File: src/rtl/adc_pwrup_seq.sv
module adc_pwrup_seq #(
  parameter int DW          = 16,
  parameter int INIT_FRAMES = 4128,
  parameter int TMO_CYCLES  = 2048
) (
  input  logic          clk,
  input  logic          pdn_n,
  input  logic          frame_clk,
  input  logic          smp_vld,
  input  logic [DW-1:0] smp_l,
  input  logic [DW-1:0] smp_r,
  output logic          filt_rst,
  output logic [1:0]    phase,
  output logic          out_vld,
  output logic [DW-1:0] out_l,
  output logic [DW-1:0] out_r
);
  localparam int CW = $clog2(INIT_FRAMES + 1);
  localparam int TW = $clog2(TMO_CYCLES + 1);
  localparam logic [CW-1:0] CNT_LAST = CW'(INIT_FRAMES - 1);
  localparam logic [TW-1:0] TMO_LAST = TW'(TMO_CYCLES - 1);

  typedef enum logic [1:0] {
    PH_DOWN = 2'b00,
    PH_WAIT = 2'b01,
    PH_INIT = 2'b10,
    PH_RUN  = 2'b11
  } phase_t;

  phase_t        st;
  logic [2:0]    fsync;
  logic [CW-1:0] fcnt;
  logic [TW-1:0] idle;
  logic          fr_rise;
  logic          live;
  logic          expired;

  assign fr_rise  = fsync[1] & ~fsync[2];
  assign live     = (st == PH_INIT) || (st == PH_RUN);
  assign expired  = live && !fr_rise && (idle == TMO_LAST);
  assign filt_rst = !live;
  assign phase    = st;

  always_ff @(posedge clk or negedge pdn_n)
    if (!pdn_n) fsync <= '1;
    else        fsync <= {fsync[1:0], frame_clk};

  always_ff @(posedge clk or negedge pdn_n) begin
    if (!pdn_n) begin
      st   <= PH_DOWN;
      fcnt <= '0;
      idle <= '0;
    end else begin
      case (st)
        PH_DOWN: st <= PH_WAIT;
        PH_WAIT: if (fr_rise) begin
          st   <= PH_INIT;
          fcnt <= '0;
          idle <= '0;
        end
        default: if (fr_rise) begin
          idle <= '0;
          if (st == PH_INIT) begin
            if (fcnt == CNT_LAST) st <= PH_RUN;
            fcnt <= fcnt + 1'b1;
          end
        end else if (expired) begin
          st   <= PH_WAIT;
          idle <= '0;
        end else begin
          idle <= idle + 1'b1;
        end
      endcase
    end
  end

  always_ff @(posedge clk or negedge pdn_n) begin
    if (!pdn_n) begin
      out_vld <= 1'b0;
      out_l   <= '0;
      out_r   <= '0;
    end else if (st != PH_RUN) begin
      out_vld <= 1'b0;
      out_l   <= '0;
      out_r   <= '0;
    end else begin
      out_vld <= smp_vld;
      if (smp_vld) begin
        out_l <= smp_l;
        out_r <= smp_r;
      end
    end
  end

  AST_WAIT_HOLDS: assert property (@(posedge clk) disable iff (!pdn_n)
    (st == PH_WAIT && !fr_rise) |=> (st == PH_WAIT));
  AST_INIT_ENTRY: assert property (@(posedge clk) disable iff (!pdn_n)
    (st == PH_WAIT && fr_rise) |=> (st == PH_INIT && fcnt == '0));
  AST_RUN_FROM_INIT: assert property (@(posedge clk) disable iff (!pdn_n)
    (st == PH_RUN) |-> ($past(st) == PH_RUN || $past(st) == PH_INIT));
  AST_ZERO_OUT: assert property (@(posedge clk) disable iff (!pdn_n)
    (st != PH_RUN) |=> (out_l == '0 && out_r == '0 && !out_vld));
  AST_TIMEOUT: assert property (@(posedge clk) disable iff (!pdn_n)
    (live && !fr_rise && idle == TMO_LAST) |=> (st == PH_WAIT));
  AST_FILT_IDLE: assert property (@(posedge clk) disable iff (!pdn_n)
    (st == PH_WAIT) |-> filt_rst);
endmodule

File: config.mk
export PLATFORM = sky130hd
export DESIGN_NAME = adc_pwrup_seq
export DESIGN_NICKNAME = d
export VERILOG_FILES = /design/src/rtl/adc_pwrup_seq.sv
export SDC_FILE = /design/constraint.sdc
export NUM_CORES = 1
export LEC_CHECK = 0
export BUFFER_PORTS_ARGS = -buffer_cell sky130_fd_sc_hd__buf_2
export CAP_MARGIN = 20
export CORE_MARGIN = 2
export CORE_UTILIZATION = 55
export DETAILED_ROUTE_END_ITERATION = 12
export PLACE_DENSITY = 0.82
export SLEW_MARGIN = 5
export SYNTH_ARGS = -nofsm -noshare
export SYNTH_HDL_FRONTEND = slang
export SYNTH_SLANG_ARGS = --single-unit
File: constraint.sdc
create_clock -name clk -period 5.4 [get_ports clk]
set_input_delay 0.27 -clock clk [delete_from_list [all_inputs] [get_ports clk]]
set_output_delay 0.27 -clock clk [all_outputs]
set_load 0.005 [all_outputs]
## Word level (Yosys, flattened, before mapping)

Index checks and enable logic that the tools add are counted.

| operators by class | value |
|---|---|
| add/sub/neg operators | 2 |
| eq/ne operators | 9 |
| muxes and demuxes | 19 |
| bitwise logic cells | 3 |
| reductions and logical operators | 12 |

Operators with widths:

| kind | count |
|---|---|
| two-way mux 16 bit | 4 |
| two-way mux 13 bit | 3 |
| two-way mux 12 bit | 3 |
| one-hot mux 13 bit (2 select lines) | 1 |
| one-hot mux 12 bit (2 select lines) | 1 |
| adder 13 x 1 -> 13 bit, second input constant | 1 |
| == test 13 bit, second input constant | 1 |
| adder 12 x 1 -> 12 bit, second input constant | 1 |
| == test 12 x 11 -> 1 bit, second input constant | 1 |
| two-way mux 2 bit | 5 |
| inequality test 4 x 1 -> 1 bit, second input constant | 2 |
| == test 2 bit, second input constant | 2 |
| inequality test 2 bit, second input constant | 2 |
| one-hot mux 2 bit (2 select lines) | 1 |
| AND reduction 4 bit | 1 |
| nonzero test 2 bit | 2 |
| AND reduction 3 bit | 1 |
| nonzero test 3 bit | 1 |
| == test 2 x 1 -> 1 bit, second input constant | 1 |
| logical AND 1 bit | 2 |
| logical NOT 1 bit | 2 |
| logical NOT 2 bit | 1 |
| NOT 1 bit | 2 |
| AND reduction 2 bit | 1 |
| other kinds (3) | 3 |

| storage, ports and cells | value |
|---|---|
| register bits | 63 |
| input port bits | 36 |
| output and inout bits | 36 |
| logic and storage cells | 52 |

## Depth between registers and ports, before layout

| depth | value |
|---|---|
| depth after elaboration | 8 |
| gate-level depth with buffers | 9 |
| gate-level depth less buffers | 7 |

## Least setup slack after synthesis

OpenSTA, ideal clock, no wires.

| path | value |
|---|---|
| path type | reg-to-reg |
| start point | register st[0], in the netlist phase[0] |
| end point | register idle[11] |
| setup time | 0.069 ns |
| data arrival time | 1.732 ns |
| data required time | 5.331 ns |
| path slack | 3.600 ns |
| cell stages (with the launch flop) | 8 |
| path buffers | 0 |
| period minus slack after synthesis | 1.800 ns |
| cell sequence | dfrtp_1 > inv_1 > ha_1 > nor2_1 > nor3b_1 > a211oi_2 > or3b_2 > nand3_1 |

| between the ends | value |
|---|---|
| word-level cells in the longest chain between the ends | 7 |
| elaborated cells between the ends (all ways) | 13 |
| classes of those cells | eq/ne: 4; mux: 3; bitwise: 1; reduce/logical: 5 |

RTL lines:

| element | line | text |
|---|---|---|
| start, declared | 30 | `phase_t st;` |
| start signal, assigned | 50 | `st <= PH_DOWN;` |
| start signal, assigned | 55 | `PH_DOWN: st <= PH_WAIT;` |
| start signal, assigned | 57 | `st <= PH_INIT;` |
| == test 2 bit | 39 | `assign live = (st == PH_INIT) \|\| (st == PH_RUN);` |
| logical OR 1 bit | 39 |  |
| logical AND 1 bit (2 in series) | 40 | `assign expired = live && !fr_rise && (idle == TMO_LAST);` |
| two-way mux 12 bit | 67 | `end else if (expired) begin` |
| two-way mux 12 bit | 61 | `default: if (fr_rise) begin` |
| one-hot mux 12 bit (2 select lines) | 54 | `case (st)` |
| end signal, assigned | 71 | `idle <= idle + 1'b1;` |
| end, declared | 33 | `logic [TW-1:0] idle;` |

Several ways; a longest one is shown, not always the timed one.
A chain may end at the register's enable or synchronous reset.

## Worst setup path after layout

| path | value |
|---|---|
| start point | register st[1], in the netlist phase[1] |
| end point | register idle[11] |

The elaborated chain is that of the path after synthesis.

==> impl_metrics.py <==
metrics = {
    "status": {
        "status": "finished clean",
    },
    "global_route": {
        "antenna_found_initial": 0,
        "grt_use_met1_pct": 28.9,
        "use_met2_pct": 33.1,
        "met3_usage_pct": 5.35,
        "top_usage_layer": "met2",
        "grt_pass1_wl_um": 10200,
        "overflow": 0,
        "grt_max_degree": 64,
        "grt_pass1_vias": 2166,
        "grt_use_total_pct": 21.5,
    },
    "sta": {
        "rsz0062_at_grt": "no",
        "finalCritPeriodShare_pct": 49.4,
        "slew_headroom_pct": 39.2,
        "fmax_ghz": 0.375,
        "drv_slew": 0,
        "tightestPinTransition_ps": 912,
        "setup-tns-final_ps": 0,
        "setup_viol": 0,
        "finalCriticalPeriod_ps": 2670,
        "finalHoldViolCount": 0,
        "finClkSkew_ps": 4.91,
    },
    "cells_and_area": {
        "drive_gt1_share_pct": 27.8,
        "finalNetCount": 391,
        "antenna_cells": 0,
        "layout.cell_area.non_filler_um2": 3600,
        "area_growth_pct": 20.4,
        "fillers": 397,
    },
    "logic_synthesis": {
        "avgSynthCellArea_um2": 10.9,
        "yosysTopAreaCell": "dfrtp_1",
        "synth_cell_types": 37,
        "synth_edf_count": 0,
        "yosysMostFrequentCell": "dfrtp_1",
        "syn_inst": 275,
        "muxShareOfSynthArea_pct": 11.8,
        "synth-simple-area-share_pct": 19.2,
        "synth_sequential_area_ratio_pct": 52.8,
        "synth-seq-cells": 63,
        "synth-xor-area-share_pct": 1.76,
        "ys_async_sr_fraction_pct": 100,
        "synth_top_family_by_area": "simple AND/OR/NAND/NOR gates",
        "syn-num-nets": 318,
        "synthAdderAreaFrac_pct": 2.93,
        "synth-compound-area-share_pct": 8.66,
        "syn_area_um2": 2990,
        "yosys_most_used_dff": "dfrtp_1",
        "yosysTopAreaCellShare_pct": 50.2,
        "synth_area_leaders": "dfrtp_1 (50%), mux2i_1 (11%), nor2b_1 (6.7%)",
        "yosysWarnings": 0,
        "ys_top_cells_by_count": "dfrtp_1 (60), mux2i_1 (34), nor2b_1 (32), nor2_1 (18)",
    },
    "critical_path": {
        "end_kind": "register",
        "worstPathCellList": "ha_1 > nor2_1 > nor3b_1 > a211oi_2 > buf_6 > or3b_2 > nand3_1",
        "crit_type": "register to register",
        "cp-start-kind": "register",
        "crit_path_max_incr_delay_ps": 500,
        "slowest_stage": "ha_1",
        "worstPathMaxFanout": 34,
        "cp.required_ps": 5680,
        "crit_arrival_ps": 2940,
    },
    "clocking": {
        "cts.path.max_buffers": 2,
        "hold_buffers": 0,
        "cts_buffers": 9,
        "cts_tree": "done",
        "htree_levels": 3,
        "clk_pin_slew_ps": 70,
        "clk_latency_ps": 340,
        "cts_setup_buffers": 0,
        "cts_root_buf": "clkbuf_8",
        "cts_num_sinks": 63,
        "ctsResizeCount": 0,
    },
    "placed_design": {
        "io_buffer_count": 71,
        "gp_congestion": 0.761,
        "placed_area_um2": 3380,
        "dpl.hpwl_um": 3950,
    },
    "detailed_routing": {
        "final_antenna_net_count": 0,
        "first_pass_iters": 4,
        "routed_wl_um": 5920,
        "viasPerCell": 5.35,
        "drcViolationCount": 0,
        "wl_per_cell_um": 14.0,
        "drt_iter0_markers": 123,
        "vias": 2262,
    },
    "floorplanning": {
        "io_pins": 72,
        "die-width_um": 77.8,
        "num_rows": 26,
        "die_area_um2": 6050,
        "die_y_um": 77.8,
        "placeableCoreArea_um2": 5170,
        "start_util_pct": 57.8,
    },
    "worst_hold_path": {
        "hold_path.class": "primary input to register",
    },
    "power": {
        "vdd_drop_max_v": 0.000322,
        "cellPowerDensity_nw_per_um2": 420,
        "leakage_nw": 1.84,
    },
    "run": {
        "drv_cap": 0,
    },
}
[critical path, delay by kind of cell (launching register included)]
family                     cells  cell delay [ps]
and+or+nand+nor                4              920
adders and majority gates      1              500
AOI/OAI and AO/OA              1              500
DFF                            1              450
buffers and inverters          1              240
[layout by cell type (no fill, tap or decap), drive strengths merged]
| cell | instances |
|---|---|
| nand2b | 3 |
| a211oi | 1 |
| nor3 | 5 |
| nor2 | 18 |
| dfrtp | 60 |
| nor4b | 1 |
| nand3 | 15 |
| a31oi | 9 |
| and2 | 1 |
| inv | 7 |
| o21ai | 15 |
| nand4 | 4 |
| o31ai | 4 |
| mux2i | 34 |
| nand3b | 3 |
| ha | 7 |
| mux2 | 1 |
| bufinv | 1 |
| a21o | 3 |
| clkbuf | 11 |
| or2b | 1 |
| xor2 | 5 |
| xnor2 | 1 |
| nor4 | 2 |
| dfstp | 3 |
| and3 | 2 |
| nor2b | 32 |
| clkinv | 3 |
| a41oi | 1 |
| buf | 73 |
| nand2 | 15 |
| a21oi | 7 |
| nor3b | 1 |
| a22o | 2 |
| clkinvlp | 1 |
| or3b | 1 |
[per-layer routing]
metal	wire (um)	share of wire [%]
met1	2690	45
met2	2780	47
met3	367	6.2
met4	83	1.4
met5	0	0
[per-stage QoR]
step,setup slack (ps),utilization [%],power (mW),hold slack [ps],cells
2_1_floorplan,3600,-,0.944,-25.6,275
3_3_place_gp,2610,65.4,1.07,348,406
3_5_place_dp,2470,65.4,1.09,347,406
4_1_cts,2410,69.4,1.52,11.1,422
5_1_grt,2470,69.6,1.62,13.5,423
6_report,2730,69.6,1.51,24.6,423
[cell families after synthesis]
kind of cell	after synthesis
xor gates and xnor gates	6
buffers and inverters	18
DFF	63
and+or+nand+nor	104
adders and majority gates	7
AOI/OAI and AO/OA	42
muxes	35
[layout make-up]
cell class	count	area (um^2)	area share (%)
Clock buffer	11	151	4.20
Clock inverter	5	56.3	1.56
Inverter	7	26.3	0.730
Multi-Input combinational cell	194	1330	36.8
Sequential cell	63	1580	43.9
Tap cell	70	87.6	2.43
Timing Repair Buffer	73	374	10.4
[final timing paths]
kind,end,start,cells after the start,slack (ps)
worst min-delay path,fsync[0],frame_clk,1,20
worst max register to register,idle[11],phase[1],7,2730
worst max-delay path,idle[11],phase[1],7,2730
worst min register to register,fsync[1],fsync[0],0,360
max in group asynchronous,out_r[11],pdn_n,2,4850
min in group asynchronous,fcnt[3],pdn_n,2,80
[sequential cells by signal (all words and copies together) (netlist names)]
name,count
out_l,16
out_r,16
fcnt,13
idle,12
fsync,3
phase,2
out_vld,1
[where the power goes]
part / switching, mW / internal (mW) / total (mW)
logic: 0.259 / 0.213 / 0.472
clock network: 0.182 / 0.237 / 0.420
registers: 0.0666 / 0.554 / 0.621
(Power assumes the default switching activity.)
